### config.mk
export PLATFORM = sky130hd
export DESIGN_NAME = ctl_shift_ser
export DESIGN_NICKNAME = d
export VERILOG_FILES = /design/src/rtl/ctl_ser_pkg.sv /design/src/rtl/ctl_image_reg.sv /design/src/rtl/ctl_req_track.sv /design/src/rtl/ctl_shift_seq.sv /design/src/rtl/ctl_shift_ser.sv
export SDC_FILE = /design/constraint.sdc
export NUM_CORES = 1
export LEC_CHECK = 0
export CORE_MARGIN = 2
export CORE_UTILIZATION = 49
export CTS_CLUSTER_DIAMETER = 40
export DETAILED_ROUTE_END_ITERATION = 12
export PLACE_DENSITY = 0.76
export SLEW_MARGIN = 25
export SYNTH_ARGS = -nofsm -noshare
export SYNTH_HDL_FRONTEND = slang
export SYNTH_SLANG_ARGS = --single-unit
### constraint.sdc
create_clock -name clk -period 1.9 [get_ports clk]
set_input_delay 0.38 -clock clk [delete_from_list [all_inputs] [get_ports clk]]
set_output_delay 0.38 -clock clk [all_outputs]
set_load 0.01 [all_outputs]
### src/rtl/ctl_ser_pkg.sv
package ctl_ser_pkg;

  // Sequencer step encoding: one line change per step
  typedef enum logic [2:0] {
    PH_CLK_LO      = 3'd0,
    PH_DAT         = 3'd1,
    PH_CLK_HI      = 3'd2,
    PH_STB_HI      = 3'd3,
    PH_STB_LO      = 3'd4,
    PH_IDLE_CLK_LO = 3'd5,
    PH_IDLE_DAT_HI = 3'd6,
    PH_IDLE_CLK_HI = 3'd7
  } phase_t;

  // Control image field positions (decoded by the external latch wiring)
  localparam int CTL_SP0_INTCLK = 0;
  localparam int CTL_SP1_INTCLK = 1;
  localparam int CTL_SP0_DTR_N  = 2;
  localparam int CTL_SP1_DTR_N  = 3;
  localparam int CTL_EXT        = 4;
  localparam int CTL_AUTO_RST   = 5;
  localparam int CTL_PCIRST_N   = 6;
  localparam int CTL_EEWC_N     = 7;

  // Inactive levels of the active-low controls
  localparam logic [7:0] CTL_RESET_IMAGE =
    8'((1 << CTL_SP0_DTR_N) | (1 << CTL_SP1_DTR_N) |
       (1 << CTL_PCIRST_N)  | (1 << CTL_EEWC_N));

endpackage

### src/rtl/ctl_image_reg.sv
module ctl_image_reg #(
  parameter int         IMG_W     = 8,
  parameter int         IDX_W     = 3,
  parameter logic [IMG_W-1:0] RST_IMAGE = '0
) (
  input  logic             clk,
  input  logic             rst,
  input  logic             wr_pulse,
  input  logic [IMG_W-1:0] wr_data,
  input  logic             set_pulse,
  input  logic             clr_pulse,
  input  logic [IDX_W-1:0] idx,
  output logic [IMG_W-1:0] image_q,
  output logic             upd_req
);

  logic [IMG_W-1:0] onehot;

  always_comb begin
    onehot = '0;
    onehot[idx] = 1'b1;
  end

  // Whole-image load wins; clear wins over set
  always_ff @(posedge clk) begin
    if (rst) begin
      image_q <= RST_IMAGE;
    end else if (wr_pulse) begin
      image_q <= wr_data;
    end else if (clr_pulse) begin
      image_q <= image_q & ~onehot;
    end else if (set_pulse) begin
      image_q <= image_q | onehot;
    end
  end

  assign upd_req = wr_pulse | set_pulse | clr_pulse;

endmodule

### src/rtl/ctl_req_track.sv
module ctl_req_track (
  input  logic clk,
  input  logic rst,
  input  logic req,
  input  logic take,
  output logic pend_q
);

  // A single flag coalesces any number of requests made while busy
  always_ff @(posedge clk) begin
    if (rst) begin
      pend_q <= 1'b0;
    end else if (req) begin
      pend_q <= 1'b1;
    end else if (take) begin
      pend_q <= 1'b0;
    end
  end

endmodule

### src/rtl/ctl_shift_seq.sv
module ctl_shift_seq
  import ctl_ser_pkg::*;
#(
  parameter int IMG_W      = 8,
  parameter int SETTLE_CYC = 600
) (
  input  logic             clk,
  input  logic             rst,
  input  logic             start,
  input  logic [IMG_W-1:0] image,
  output logic             take,
  output logic             active_q,
  output logic             clk_q,
  output logic             dat_q,
  output logic             stb_q
);

  localparam int BW = (IMG_W > 1) ? $clog2(IMG_W) : 1;
  localparam int TW = $clog2(SETTLE_CYC + 1);
  localparam logic [TW-1:0] T_LOAD   = TW'(SETTLE_CYC - 1);
  localparam logic [BW-1:0] LAST_BIT = BW'(IMG_W - 1);

  phase_t           phase_q;
  logic [BW-1:0]    bit_q;
  logic [TW-1:0]    timer_q;
  logic [IMG_W-1:0] sh_q;

  assign take = start & ~active_q;

  always_ff @(posedge clk) begin
    if (rst) begin
      active_q <= 1'b0;
      phase_q  <= PH_CLK_LO;
      bit_q    <= '0;
      timer_q  <= '0;
      sh_q     <= '0;
      clk_q    <= 1'b1;
      dat_q    <= 1'b1;
      stb_q    <= 1'b0;
    end else if (!active_q) begin
      if (start) begin
        active_q <= 1'b1;
        phase_q  <= PH_CLK_LO;
        bit_q    <= '0;
        sh_q     <= image;
        timer_q  <= T_LOAD;
        clk_q    <= 1'b0;
      end
    end else if (timer_q != '0) begin
      timer_q <= timer_q - 1'b1;
    end else begin
      timer_q <= T_LOAD;
      unique case (phase_q)
        PH_CLK_LO: begin
          dat_q   <= sh_q[IMG_W-1];
          phase_q <= PH_DAT;
        end
        PH_DAT: begin
          clk_q   <= 1'b1;
          phase_q <= PH_CLK_HI;
        end
        PH_CLK_HI: begin
          if (bit_q == LAST_BIT) begin
            stb_q   <= 1'b1;
            phase_q <= PH_STB_HI;
          end else begin
            bit_q   <= bit_q + 1'b1;
            sh_q    <= {sh_q[IMG_W-2:0], 1'b0};
            clk_q   <= 1'b0;
            phase_q <= PH_CLK_LO;
          end
        end
        PH_STB_HI: begin
          stb_q   <= 1'b0;
          phase_q <= PH_STB_LO;
        end
        PH_STB_LO: begin
          clk_q   <= 1'b0;
          phase_q <= PH_IDLE_CLK_LO;
        end
        PH_IDLE_CLK_LO: begin
          dat_q   <= 1'b1;
          phase_q <= PH_IDLE_DAT_HI;
        end
        PH_IDLE_DAT_HI: begin
          clk_q   <= 1'b1;
          phase_q <= PH_IDLE_CLK_HI;
        end
        PH_IDLE_CLK_HI: begin
          active_q <= 1'b0;
        end
        default: begin
          active_q <= 1'b0;
        end
      endcase
    end
  end

endmodule

### src/rtl/ctl_shift_ser.sv
module ctl_shift_ser
  import ctl_ser_pkg::*;
#(
  parameter int IMG_W      = 8,
  parameter int SETTLE_CYC = 600,
  parameter logic [IMG_W-1:0] RST_IMAGE = IMG_W'(CTL_RESET_IMAGE),
  localparam int IDX_W     = (IMG_W > 1) ? $clog2(IMG_W) : 1
) (
  input  logic             clk,
  input  logic             rst,
  input  logic             wr_pulse_i,
  input  logic [IMG_W-1:0] wr_image_i,
  input  logic             bit_set_i,
  input  logic             bit_clr_i,
  input  logic [IDX_W-1:0] bit_idx_i,
  output logic [IMG_W-1:0] image_o,
  output logic             busy_o,
  output logic             ser_clk_o,
  output logic             ser_dat_o,
  output logic             ser_stb_o
);

  logic upd_req;
  logic pend_q;
  logic take;
  logic active_q;

  ctl_image_reg #(
    .IMG_W    (IMG_W),
    .IDX_W    (IDX_W),
    .RST_IMAGE(RST_IMAGE)
  ) u_img (
    .clk      (clk),
    .rst      (rst),
    .wr_pulse (wr_pulse_i),
    .wr_data  (wr_image_i),
    .set_pulse(bit_set_i),
    .clr_pulse(bit_clr_i),
    .idx      (bit_idx_i),
    .image_q  (image_o),
    .upd_req  (upd_req)
  );

  ctl_req_track u_req (
    .clk   (clk),
    .rst   (rst),
    .req   (upd_req),
    .take  (take),
    .pend_q(pend_q)
  );

  ctl_shift_seq #(
    .IMG_W     (IMG_W),
    .SETTLE_CYC(SETTLE_CYC)
  ) u_seq (
    .clk     (clk),
    .rst     (rst),
    .start   (pend_q),
    .image   (image_o),
    .take    (take),
    .active_q(active_q),
    .clk_q   (ser_clk_o),
    .dat_q   (ser_dat_o),
    .stb_q   (ser_stb_o)
  );

  assign busy_o = pend_q | active_q;

endmodule

== Word level (Yosys, flattened, before mapping) ==
Cells that the tools add are included.

* Output and inout port bits: 12
* Flip-flop bits (word level): 37
* Word-level logic and storage cells: 88
* Bits of input ports: 16

* Bitwise logic cells: 9
* Reduce and logical (&&, ||, !) cells: 14
* Order comparisons: 2
* Eq/ne operators: 15
* Multiplexer cells: 36
* $add $sub $neg: 2

{| class="wikitable"
|+ Operators by type and width
! operator !! number
|-
| 8-bit 2-to-1 mux || 8
|-
| 10-bit 2-to-1 mux || 3
|-
| 3-bit 2-to-1 mux || 7
|-
| 3-bit case mux with 7 select lines || 1
|-
| 3-bit equality test, second input constant || 5
|-
| 1-bit 2-to-1 mux || 12
|-
| 4-bit AND reduction || 3
|-
| 10-bit nonzero test || 1
|-
| 10-bit by 1-bit subtractor with 10-bit output, second input constant || 1
|-
| 8-bit bitwise AND || 1
|-
| 8-bit inequality test, second input constant || 1
|-
| 8-bit inverter || 1
|-
| 8-bit bitwise OR || 1
|-
| 2-bit nonzero test || 4
|-
| 3-bit by 2-bit equality test with 1-bit output, second input constant || 2
|-
| 2-bit inequality test, second input constant || 3
|-
| 3-bit AND reduction || 2
|-
| 3-bit by 4-bit < comparator with 1-bit output, second input constant || 1
|-
| 4-bit inequality test, second input constant || 1
|-
| 1-bit case mux with 2 select lines || 2
|-
| 3-bit by 1-bit adder with 3-bit output, second input constant || 1
|-
| 1-bit demux with 3-bit select || 1
|-
| 3-bit by 1-bit equality test with 1-bit output, second input constant || 1
|-
| 3-bit by 1-bit greater-or-equal comparator with 1-bit output, second input constant || 1
|-
| 11 further kinds || 14
|}

== Longest topological paths before layout ==
Gate-level depths: netlist of the first run.

* Word-level depth: 8
* Gate-level depth with buffers: 7
* Mapped depth without buffers: 6

== By module ==
Synthesis of the first run repeated with hierarchy kept, for this count alone.

* Cells, all modules: 230
* Area total of the unflattened synthesis: 1969.4 um2

{| class="wikitable"
|+ By module, submodules not included
! module !! area each (um2) !! sequential area each (um2) !! cells an instance !! instances
|-
| ctl_shift_seq || 1452.6 || 560.5 || 166 || 1
|-
| ctl_image_reg || 471.7 || 160.2 || 59 || 1
|-
| ctl_req_track || 38.8 || 20.0 || 4 || 1
|-
| ctl_shift_ser || 6.3 || 0.0 || 1 || 1
|}

== Least setup slack after synthesis of the first run ==
OpenSTA, ideal clock, no wires.

* Path type: register to register
* Start point: reg u_seq.bit_q[0]
* End point: reg u_seq.sh_q[1]
* Path buffers: 1
* Period minus slack after synthesis: 1.757 ns
* Path slack: 0.143 ns
* Data required time: 1.768 ns
* Arrival: 1.625 ns
* Setup time: 0.132 ns
* Stages on the path, launching flop included: 8
* Path through: dfxtp_1 -> ha_1 -> ha_1 -> nor4b_1 -> nand4_1 -> buf_2 -> a221oi_1 -> nor3_1

* Word-level cells in the longest chain between the ends: 3

{| class="wikitable"
|+ Ends and longest elaborated chain
! item !! RTL line !! source
|-
| from (decl) || ctl_shift_seq.sv:24 || <nowiki>logic [BW-1:0] bit_q;</nowiki>
|-
| from (signal assigned) || ctl_shift_seq.sv:67 || <nowiki>bit_q <= bit_q + 1'b1;</nowiki>
|-
| 3-bit equality test || ctl_shift_seq.sv:63 || <nowiki>if (bit_q == LAST_BIT) begin</nowiki>
|-
| 2-bit inequality test (no line) || n/a ||
|-
| 4-bit AND reduction (no line) || n/a ||
|-
| to (signal assigned) || ctl_shift_seq.sv:45 || <nowiki>sh_q <= image;</nowiki>
|-
| to (signal assigned) || ctl_shift_seq.sv:68 || <nowiki>sh_q <= {sh_q[IMG_W-2:0], 1'b0};</nowiki>
|-
| to (decl) || ctl_shift_seq.sv:26 || <nowiki>logic [IMG_W-1:0] sh_q;</nowiki>
|}

No other way between the ends.
A chain may end at the register's enable or synchronous reset.

== Final worst setup path of the first run ==
* Start point: reg u_seq.active_q
* End point: out busy_o

* Word-level cells in the longest chain between the ends: 1

{| class="wikitable"
|+ Ends and longest elaborated chain
! item !! RTL line !! source
|-
| from (decl) || ctl_shift_seq.sv:12 || <nowiki>output logic active_q,</nowiki>
|-
| from (signal assigned) || ctl_shift_seq.sv:32 || <nowiki>active_q <= 1'b0;</nowiki>
|-
| from (signal assigned) || ctl_shift_seq.sv:42 || <nowiki>active_q <= 1'b1;</nowiki>
|-
| from (signal assigned) || ctl_shift_seq.sv:90 || <nowiki>active_q <= 1'b0;</nowiki>
|-
| 1-bit bitwise OR || ctl_shift_ser.sv:67 || <nowiki>assign busy_o = pend_q | active_q;</nowiki>
|-
| to (decl) || ctl_shift_ser.sv:17 || <nowiki>output logic busy_o,</nowiki>
|}

No other way between the ends.

==> results of run 1 <==
per-layer routing:
| metal | routed length, µm | GRT usage [%] |
|---|---|---|
| met5 | 0 | 0 |
| met4 | 65 | 8.67 |
| met2 | 2120 | 33.8 |
| met1 | 2150 | 29.7 |
| met3 | 180 | 4.33 |
worst max-delay path by stage:
stage	from	endpoint	slack, ns	cells after the start
after floorplan	u_seq.bit_q[0]	u_seq.sh_q[1]	0.14	7
after global placement	bit_idx_i[0]	register	0.15	5
after detailed placement	u_seq.bit_q[0]	u_seq.sh_q[7]	0.08	7
after CTS	u_seq.bit_q[0]	u_seq.sh_q[6]	0.06	7
after global routing	u_seq.bit_q[0]	u_seq.sh_q[3]	-0.02	7
final	u_seq.active_q	busy_o	0.1	3
logic make-up (layout without fill, tap and decap cells):
kind of cell / Yosys count / in the layout
and+or+nand+nor: 82 / 82
DFF: 37 / 37
xor gates and xnor gates: 4 / 4
adders and majority gates: 3 / 3
buffers and inverters: 25 / 63
muxes: 1 / 1
AOI/OAI and AO/OA: 77 / 77
worst max-delay path, cell delays in order (launching register included):
cell	delay [ns]
dfxtp_1	0.40
nor2_1	0.08
inv_1	0.11
clkdlybuf4s50_1	0.55
through the flow:
step                total power (µW)  hold WS, ns
detailed placement              1400        0.465
global route                    2110        0.500
CTS                             2000        0.475
global placement                1400        0.461
finish                          2000        0.474
floorplan                       1220        0.447
where the power goes:
| group | internal [µW] | switching (µW) | total, µW |
|---|---|---|---|
| clock network | 328 | 278 | 606 |
| registers | 847 | 85.4 | 932 |
| logic | 240 | 223 | 463 |
| total | 1420 | 586 | 2000 |
layout make-up:
cell class	instances	share of cell area (%)
sequential	37	29.9
timing repair buffer	47	17.0
tap	50	2.53
clock buffer	7	3.89
clock inverter	1	0.202
inverter	8	1.21
multi-input combinational	167	45.2
cells in the final DEF, fill, tap and decap left out, drive strengths merged, types with 2 or more instances in the layout:
| cell | synthesis | final |
|---|---|---|
| clkdlybuf4s50 | 0 | 27 |
| xnor2 | 3 | 3 |
| buf | 5 | 20 |
| nor2b | 10 | 10 |
| ha | 3 | 3 |
| o211ai | 2 | 2 |
| nor4b | 3 | 3 |
| nand2b | 4 | 4 |
| o21ai | 9 | 9 |
| nand2 | 10 | 10 |
| o311ai | 4 | 4 |
| nor2 | 11 | 11 |
| o21ba | 2 | 2 |
| dfxtp | 37 | 37 |
| a311oi | 3 | 3 |
| nor3 | 21 | 21 |
| a21oi | 29 | 29 |
| a211oi | 4 | 4 |
| nand3 | 9 | 9 |
| o31ai | 2 | 2 |
| a32o | 3 | 3 |
| and3 | 2 | 2 |
| a31oi | 7 | 7 |
| inv | 8 | 8 |
| clkbuf | 12 | 7 |
| a221oi | 7 | 7 |
==> results by group, run 1 <==
Placed design
  – Cell area after placement: 2340 µm²
  – Routability cong.: ~0.85
  – DP Worst Slack: 0.0782 ns
  – Hpwl dp: 3.19 mm
  – PortBufs: 27
  – Placed Instances: between 300 and 400

Logic synthesis
  – Synth top area cells: dfxtp_1 (37%), a21oi_1 (7.3%), nor3_1 (5.3%), nor2b_1 (3.2%), a221oi_1 (3.1%)
  – Top-count cell post-synth: dfxtp_1
  – Post-synth top cells: dfxtp_1 (37), a21oi_1 (29), nor3_1 (21)
  – Syn nets: between 200 and 250
  – Yosys reg bits: 37
  – Largest area contributor in the netlist: dfxtp_1
  – Synth top area share: 37.5%
  – Synth Cell Area: between 1500 and 2000 µm²
  – Post-synthesis xor/xnor area fraction: 1.77%
  – Cells after synthesis: 229
  – Mux cell area share after synthesis: 0.507%
  – EDFF count, synth: 0
  – Synth unique cells: 51
  – Compound-Gate Fraction of Synth Area: 26.1%
  – Synth async-reset ratio: 0%
  – Predominant post-synthesis flop cell: dfxtp_1
  – Post-Synth Adder-Cell Area: 1.90%
  – Post-synthesis sequential area ratio: 37.5%
  – Syn avg cell area: ~8.6 µm²
  – Post-Synth Simple-Gate Area: around 25%
  – Ys Warns: 0
  – Largest family of logic cells by synthesized area: compound AO/OA/AOI/OAI gates

Timing
  – RSZ-0062 raised after global routing: yes
  – Period minus WS final: 1.80 ns
  – Relative slew margins: 67.0%
  – Max-slew violation count: 0
  – Pin slew with the least headroom to its limit: approximately 0.49 ns
  – Final WS setup: about 0.096 ns
  – Setup Skew: 0.00706 ns
  – Final TNS setup: 0 ns
  – Final setup fails: 0
  – Final hold vios: 0
  – Period utilization: 94.9%
  – F_max: 554 MHz

GRT
  – Total track usage: 21.8%
  – Initial antenna violation count: 0
  – First-pass GRT wire length: 7.69 mm
  – Largest net degree at the start of global routing: 24
  – Number of global-route vias before repair: between 1500 and 2000
  – Grt total ovfl: 0

CTS
  – Max clock buf depth: 2
  – Post-CTS setup buffer count: 0
  – CTS H-tree depth: 2
  – CTS tree: built
  – Clock sink count: 37
  – CTS root buf: clkbuf_8
  – Clk slew on worst S/H paths: about 0.08 ns
  – Later-pin clock latency in the skew report: between 0.2 and 0.3 ns
  – Total CTS buffers: 5
  – Post-CTS sizing: 0
  – CTS Hold Bufs: 0

Power and ir drop
  – Lkg Pwr: 0.000911 µW
  – Power per cell area: 809 nW/µm²
  – Max IR drop VDD: slightly below 0.6 mV

Drt
  – Routed len/inst: 14.2 µm
  – WL final: ~4.5 mm
  – DR vias: 1866
  – First drt pass iteration count: 4
  – Routed Antenna Nets: 0
  – 1st-iter DRT viols: 126
  – Via density per instance: 5.89
  – Drt drc: 0

Worst setup path
  – WS Path Type: reg2out
  – CP arrival: about 1.4 ns
  – Worst reg2reg setup slack: 0.13 ns
  – Worst-path maximum fanout: 4
  – R2R depth: 7
  – Worst path required time: ~1.5 ns
  – Reg2reg start: u_seq.bit_q[0]
  – Worst setup SP type: register
  – CP Capture Type: output port
  – Reg2Reg Capture Point: u_seq.sh_q[2]

Worst hold path
  – Type of the tightest min-delay check: reg2reg
  – WHS Endpoint: u_seq.bit_q[2]
  – Min-Delay Path Depth: 2
  – Worst Hold Launch: u_seq.bit_q[2]

Floorplanning
  – Die W: 67.5 µm
  – Die ar.: 4560 µm²
  – Initial Util: 50.1%
  – I/O pin count: 28
  – Die height: 67.5 µm
  – Core area: 3940 µm²
  – Rows: 23

Finish
  – Multi-input logic area: about 1100 µm²
  – Layout cells sized above 1: 17.2%
  – Design area: 2470 µm²
  – ANT cells: 0
  – Nets: 285
  – Area growth, synth to finish: 25.2%
  – Fin cells: 317
  – Number of fill cells in the layout: ~340
  – Seq. cell area: 741 µm²
  – Util after Layout: a little over three fifths

Run status
  – Status: finished clean

Run
  – Max-cap violations: 0
No activity file was read; power rests on OpenSTA's default activity.
==> run 2, diff against run 1 <==
--- a/config.mk
+++ b/config.mk
@@ -6,10 +6,11 @@
 export NUM_CORES = 1
 export LEC_CHECK = 0
 export CORE_MARGIN = 2
-export CORE_UTILIZATION = 49
+export CORE_UTILIZATION = 50
 export CTS_CLUSTER_DIAMETER = 40
 export DETAILED_ROUTE_END_ITERATION = 12
-export PLACE_DENSITY = 0.76
+export PLACE_DENSITY = 0.74
+export SETUP_SLACK_MARGIN = 0.5
 export SLEW_MARGIN = 25
 export SYNTH_ARGS = -nofsm -noshare
 export SYNTH_HDL_FRONTEND = slang
==> constraint.sdc (replaced) <==
create_clock -name clk -period 2 [get_ports clk]
set_input_delay 0.4 -clock clk [delete_from_list [all_inputs] [get_ports clk]]
set_output_delay 0.4 -clock clk [all_outputs]
set_load 0.01 [all_outputs]
==> results by group, run 2 (synthesis results as in run 1) <==
Finish
  – Nets: 288 (+1.1%)
  – Layout cells sized above 1: 31.5% (+14 points)
  – ANT cells: 0 (unchanged)
  – Area growth, synth to finish: 37.1%
  – Fin cells: 318 (+0.32%)
  – Commonest non-fill, non-tap cell in the layout: dfxtp_1
  – Design area: 2710 µm² (+9.5%)
  – Most frequent cells in the layout: dfxtp_1 (33), a21oi_1 (25), nor3_1 (20)

CTS
  – Later-pin clock latency in the skew report: 0.29 ns (about the same)
  – Clk slew on worst S/H paths: 0.08 ns (about the same)
  – Clock sink count: 37 (unchanged)
  – Max clock buf depth: 2 (unchanged)
  – CTS Hold Bufs: 0 (unchanged)
  – CTS H-tree depth: 2 (unchanged)
  – Total CTS buffers: 5 (unchanged)
  – CTS tree: built
  – CTS root buf: clkbuf_8

Floorplanning
  – Die W: 66.9 µm (-0.94%)
  – Die height: 66.9 µm (-0.94%)
  – Core area: 3740 µm² (-5.0%)
  – Die ar.: 4470 µm² (-1.9%)
  – Initial Util: 52.8% (+2.7 points)
  – I/O pin count: 28 (unchanged)
  – Rows: 22 (-4.3%)

Timing
  – Final hold vios: 0 (unchanged)
  – Period utilization: 84.5%
  – F_max: 591 MHz
  – Setup Skew: 0.0109 ns (+0.00385 ns)
  – Relative slew margins: 64.3% (-2.7 points)
  – Period minus WS final: 1.69 ns
  – Max-slew violation count: 0 (unchanged)
  – RSZ-0062 raised after global routing: yes
  – Final TNS setup: 0 ns (unchanged)
  – Final setup fails: 0 (unchanged)
  – Pin slew with the least headroom to its limit: 0.534 ns (+0.0390 ns)

GRT
  – Grt total ovfl: 0 (unchanged)
  – Total track usage: 24.4% (+2.6 points)
  – Largest net degree at the start of global routing: 26 (+8.3%)
  – Initial antenna violation count: 0 (unchanged)
  – First-pass GRT wire length: 8.40 mm (+9.2%)
  – Number of global-route vias before repair: 1755 (+3.9%)

Power and ir drop
  – Comb pwr share: 24.8% (+1.7 points)
  – Max IR drop VDD: 0.565 mV (-3.7%)
  – P_int: 1350 µW (-4.4%)
  – Lkg Pwr: 0.000993 µW (+8.9%)
  – Sequential Power Share: 45.7% (-0.9 points)
  – P_sw: 604 µW (+3.0%)
  – Clock power share: 29.4% (-0.9 points)
  – Sw frac: 30.8% (+1.6 points)
  – Power per cell area: 722 nW/µm² (-11%)

Worst setup path
  – Worst-path maximum fanout: 4 (unchanged)
  – Worst reg2reg setup slack: 0.31 ns (+0.18 ns)
  – Reg2Reg Capture Point: u_seq.timer_q[9]
  – Worst path required time: 2.17 ns (+0.65 ns)
  – Worst setup SP type: register
  – CP Capture Type: register
  – Reg2reg start: u_seq.timer_q[0]
  – WS Path Type: reg2reg
  – CP arrival: 1.86 ns (+0.44 ns)
  – R2R depth: 5 (-2)

Placed design
  – Cell area after placement: 2360 µm² (+0.96%)
  – PortBufs: 27 (unchanged)
  – Placed Instances: 299 (-3.2%)
  – Routability cong.: 0.849 (about the same)
  – Hpwl dp: 3.21 mm (+0.87%)

Drt
  – Via density per instance: 6.09 (+3.5%)
  – DR vias: 1937 (+3.8%)
  – WL final: 5.02 mm (+11%)
  – Drt drc: 0 (unchanged)
  – 1st-iter DRT viols: 91 (-28%)
  – Routed Antenna Nets: 0 (unchanged)
  – Routed len/inst: 15.8 µm (+11%)
  – First drt pass iteration count: 4 (unchanged)

Worst hold path
  – WHS Endpoint: u_seq.sh_q[0]
  – Type of the tightest min-delay check: reg2reg
  – Min-Delay Path Depth: 2 (unchanged)

Run
  – Max-cap violations: 0 (unchanged)

Run status
  – Status: finished clean
## run 2: cell count changes in the layout (fill, tap and decap cells not counted), sizes merged
cell	previous run	this run
clkbuf	7	8
and4	1	2
buf	20	22
clkdlybuf4s50	27	11
dlymetal6s2s	0	3
dlygate4sd2	0	12
## run 2: power groups by stage
stage          Combinational (µW)  Clock (µW)  Sequential, µW
2_1_floorplan                 288           0             893
3_3_place_gp                  426           0             903
3_5_place_dp                  429           0             905
4_1_cts                       445         583             890
5_1_grt                       534         624             906
6_report                      486         576             895
## run 2: through the flow
step	hold WS [ns]	total power [µW]	setup WS, ns	util [%]
after floorplan	0.458	1180	0.373	-
after global placement	0.471	1330	0.221	63.1
after detailed placement	0.476	1330	0.196	63.1
after CTS	0.477	1920	0.341	68.5
after global routing	0.509	2060	0.251	72.4
final	0.484	1960	0.309	72.4
## run 2: worst max path at each step
stage          depth (start not counted)             start  slack [ns]                to
3_3_place_gp                           6        wr_pulse_i        0.22          register
5_1_grt                                7  u_seq.timer_q[0]        0.25     u_seq.sh_q[7]
2_1_floorplan                          7    u_seq.bit_q[1]        0.37     u_seq.sh_q[1]
6_report                               5  u_seq.timer_q[0]        0.31  u_seq.timer_q[9]
3_5_place_dp                           6        wr_pulse_i        0.20          register
4_1_cts                                7  u_seq.timer_q[0]        0.34     u_seq.sh_q[2]
## run 2: what timing repair did
action | CTS | global route
endpoints found under the hold margin | 0 | 0
setup endpoints to repair | 41 | 32
pin swaps | 7 | 18
gates cloned | 2 | 0
resized for setup | 25 | 34
setup buffers | 8 | 1
## run 2: cell type report
type,count,area [µm²]
inverters,8,32.5
clock buffers,7,96.3
flip-flops and latches,37,751
well taps,48,60.1
clock inverters,1,5.00
multi-input cells,168,1330
fillers,294,1030
repair buffers,49,435
## run 2: metal layers
metal / up-vias / track usage (%) / wire, µm
met5: - / 0 / 0
met4: 0 / 7.14 / 53
met3: 6 / 5.74 / 175
met2: 43 / 36.9 / 2350
met1: 939 / 34.5 / 2440
li1: 949 / - / -
## run 2: worst max-delay path, cell delays in order, from the launching register on
cell      delay [ns]
dfxtp_4         0.37
buf_4           0.13
or4_4           0.54
and4bb_2        0.34
xnor2_2         0.11
a21oi_1         0.07
==> run 3, diff against run 2 <==
--- a/config.mk
+++ b/config.mk
@@ -6,10 +6,10 @@
 export NUM_CORES = 1
 export LEC_CHECK = 0
 export CORE_MARGIN = 2
-export CORE_UTILIZATION = 50
+export CORE_UTILIZATION = 49
 export CTS_CLUSTER_DIAMETER = 40
 export DETAILED_ROUTE_END_ITERATION = 12
-export PLACE_DENSITY = 0.74
+export PLACE_DENSITY = 0.76
 export SETUP_SLACK_MARGIN = 0.5
 export SLEW_MARGIN = 25
 export SYNTH_ARGS = -nofsm -noshare
==> constraint.sdc (replaced) <==
create_clock -name clk -period 1.45 [get_ports clk]
set_input_delay 0.29 -clock clk [delete_from_list [all_inputs] [get_ports clk]]
set_output_delay 0.29 -clock clk [all_outputs]
set_load 0.01 [all_outputs]
==> results by group, run 3 (synthesis results as in run 1) <==
Drt
  – WL final: 7.59 mm (+51%)
  – 1st-iter DRT viols: 153 (+68%)
  – Via density per instance: 6.23 (+2.4%)
  – Routed len/inst: 20.4 µm (+30%)
  – Drt drc: 0 (unchanged)
  – Routed Antenna Nets: 0 (unchanged)
  – First drt pass iteration count: 4 (unchanged)
  – DR vias: 2313 (+19%)

Floorplanning
  – I/O pin count: 28 (unchanged)
  – Core area: 3940 µm² (+5.3%)
  – Die ar.: 4560 µm² (+1.9%)
  – Initial Util: 50.1% (-2.7 points)
  – Die height: 67.5 µm (+0.95%)
  – Die W: 67.5 µm (+0.95%)
  – Rows: 23 (+4.5%)

Worst setup path
  – Reg2Reg Capture Point: u_seq.sh_q[7]
  – Worst path required time: 1.63 ns (-0.54 ns)
  – Largest stage delay on the critical path: 0.34 ns (-0.20 ns)
  – CP Capture Type: register
  – Slowest-stage cell, CP: dfxtp_2
  – CP Cell Sequence: ha_4 -> ha_4 -> nor4b_4 -> nand4_1 -> buf_6 -> a221oi_2 -> nor3_1
  – WS Path Type: reg2reg
  – Worst setup SP type: register
  – CP dominant cell by count: ha_4
  – R2R depth: 7 (+2)
  – Worst-path maximum fanout: 4 (unchanged)
  – Reg2reg start: u_seq.bit_q[1]
  – Worst reg2reg setup slack: -0.34 ns (-0.65 ns)
  – CP arrival: 1.98 ns (+0.12 ns)

Placed design
  – PortBufs: 27 (unchanged)
  – Placed Instances: 340 (+14%)
  – Hpwl dp: 3.92 mm (+22%)
  – Routability cong.: 0.865 (+1.8%)

CTS
  – Later-pin clock latency in the skew report: 0.30 ns (about the same)
  – CTS tree: built
  – CTS Hold Bufs: 0 (unchanged)
  – Max clock buf depth: 2 (unchanged)
  – CTS H-tree depth: 2 (unchanged)
  – Total CTS buffers: 5 (unchanged)
  – CTS root buf: clkbuf_8
  – Clk slew on worst S/H paths: 0.08 ns (about the same)
  – Clock sink count: 37 (unchanged)

Timing
  – Max-slew violation count: 0 (unchanged)
  – Final hold vios: 0 (unchanged)
  – RSZ-0062 raised after global routing: yes
  – Final TNS setup: -6.41 ns (-6.41 ns)
  – Relative slew margins: 64.0% (-0.32 points)
  – F_max: 558 MHz (-5.7%)
  – Final WS setup: -0.344 ns (-0.653 ns)
  – Period minus WS final: 1.79 ns (+0.103 ns)
  – Hold Worst Slack: 0.426 ns (-0.0584 ns)
  – Setup Skew: 0.00530 ns (-0.00561 ns)
  – Final setup fails: 28 (+28)
  – Period utilization: 124% (+39 points)
  – Pin slew with the least headroom to its limit: 0.539 ns (+0.00483 ns)

Run status
  – Status: finished with violations
  – Failing checks: negative setup slack

Finish
  – Layout cells sized above 1: 59.2% (+28 points)
  – Nets: 339 (+18%)
  – ANT cells: 0 (unchanged)
  – Multi-input logic area: 1460 µm² (+9.9%)
  – Seq. cell area: 762 µm² (+1.5%)
  – Fin cells: 371 (+17%)
  – Commonest non-fill, non-tap cell in the layout: buf_4
  – Number of fill cells in the layout: 199 (-32%)
  – Area growth, synth to finish: 70.2%
  – Most frequent cells in the layout: buf_4 (57), buf_6 (25), dfxtp_1 (20)

Worst hold path
  – Min-Delay Path Depth: 4 (+2)
  – Type of the tightest min-delay check: in2reg
  – Worst Hold Launch: wr_pulse_i

Power and ir drop
  – Power per cell area: 945 nW/µm² (+31%)
  – Max IR drop VDD: 0.724 mV (+28%)
  – Lkg Pwr: 0.00131 µW (+31%)
  – Total power: 3180 µW (+62%)

GRT
  – Largest net degree at the start of global routing: 13 (-50%)
  – Total track usage: 31.9% (+7.5 points)
  – Initial antenna violation count: 0 (unchanged)
  – Grt total ovfl: 0 (unchanged)
  – Number of global-route vias before repair: 2257 (+29%)
  – First-pass GRT wire length: 10.9 mm (+29%)

Run
  – Max-cap violations: 0 (unchanged)
## run 3: cell count changes in the layout (fill, tap and decap cells not counted), sizes merged
cell / previous run / this run
clkdlybuf4s50: 11 / 7
dlymetal6s2s: 3 / 1
and4: 2 / 1
buf: 22 / 91
dlygate4sd2: 12 / 1
## run 3: metrics by stage
| stage | setup WS [ns] | area (µm²) | util, % |
|---|---|---|---|
| finish | -0.344 | 3360 | 85.3 |
| global route | -0.401 | 3360 | 85.3 |
| CTS | -0.220 | 3210 | 81.3 |
| detailed placement | -0.286 | 2780 | 70.5 |
| global placement | -0.218 | 2780 | 70.5 |
| floorplan | -0.177 | 2250 | - |
## run 3: per-layer routing
| metal | part of all wire, % | up-vias | routed length, µm | track usage [%] |
|---|---|---|---|---|
| li1 | - | 1046 | - | - |
| met1 | 42 | 1143 | 3180 | 39.1 |
| met2 | 50 | 101 | 3800 | 54.9 |
| met3 | 4.9 | 23 | 368 | 6.83 |
| met4 | 3.2 | 0 | 240 | 11.2 |
| met5 | 0 | - | 0 | 0 |
## run 3: worst max-delay path by stage
| stage | startpoint | endpoint | depth (start not counted) |
|---|---|---|---|
| 2_1_floorplan | u_seq.bit_q[1] | u_seq.sh_q[1] | 7 |
| 3_3_place_gp | u_seq.bit_q[1] | u_seq.sh_q[6] | 7 |
| 3_5_place_dp | u_seq.bit_q[1] | u_seq.sh_q[6] | 7 |
| 4_1_cts | u_seq.timer_q[0] | u_seq.sh_q[1] | 8 |
| 5_1_grt | u_seq.bit_q[1] | u_seq.sh_q[7] | 7 |
| 6_report | u_seq.bit_q[1] | u_seq.sh_q[7] | 7 |
## run 3: final cells by class
cell class	count	area share, %
multi-input cells	167	43.4
clock buffers	7	2.87
clock inverters	1	0.149
well taps	50	1.86
repair buffers	101	28.1
flip-flops and latches	37	22.7
inverters	8	0.968
## run 3: critical path, delay by kind of cell (launching register included)
family,cells,cell delay [ns]
and+or+nand+nor,3,0.58
DFF,1,0.34
adders and majority gates,2,0.33
AOI/OAI and AO/OA,1,0.22
buffers and inverters,1,0.21
## run 3: what timing repair did
item | in CTS | in global routing
setup buffers | 17 | 3
endpoints found under the hold margin | 0 | 0
setup endpoints to repair | 49 | 48
gates resized for setup | 126 | 36
pin swaps | 16 | 11
cloned | 3 | 0
## run 3: power by group
part	total (µW)	internal, µW	switching, µW
logic	1140	576	563
registers	1220	1120	106
clock network	816	430	386
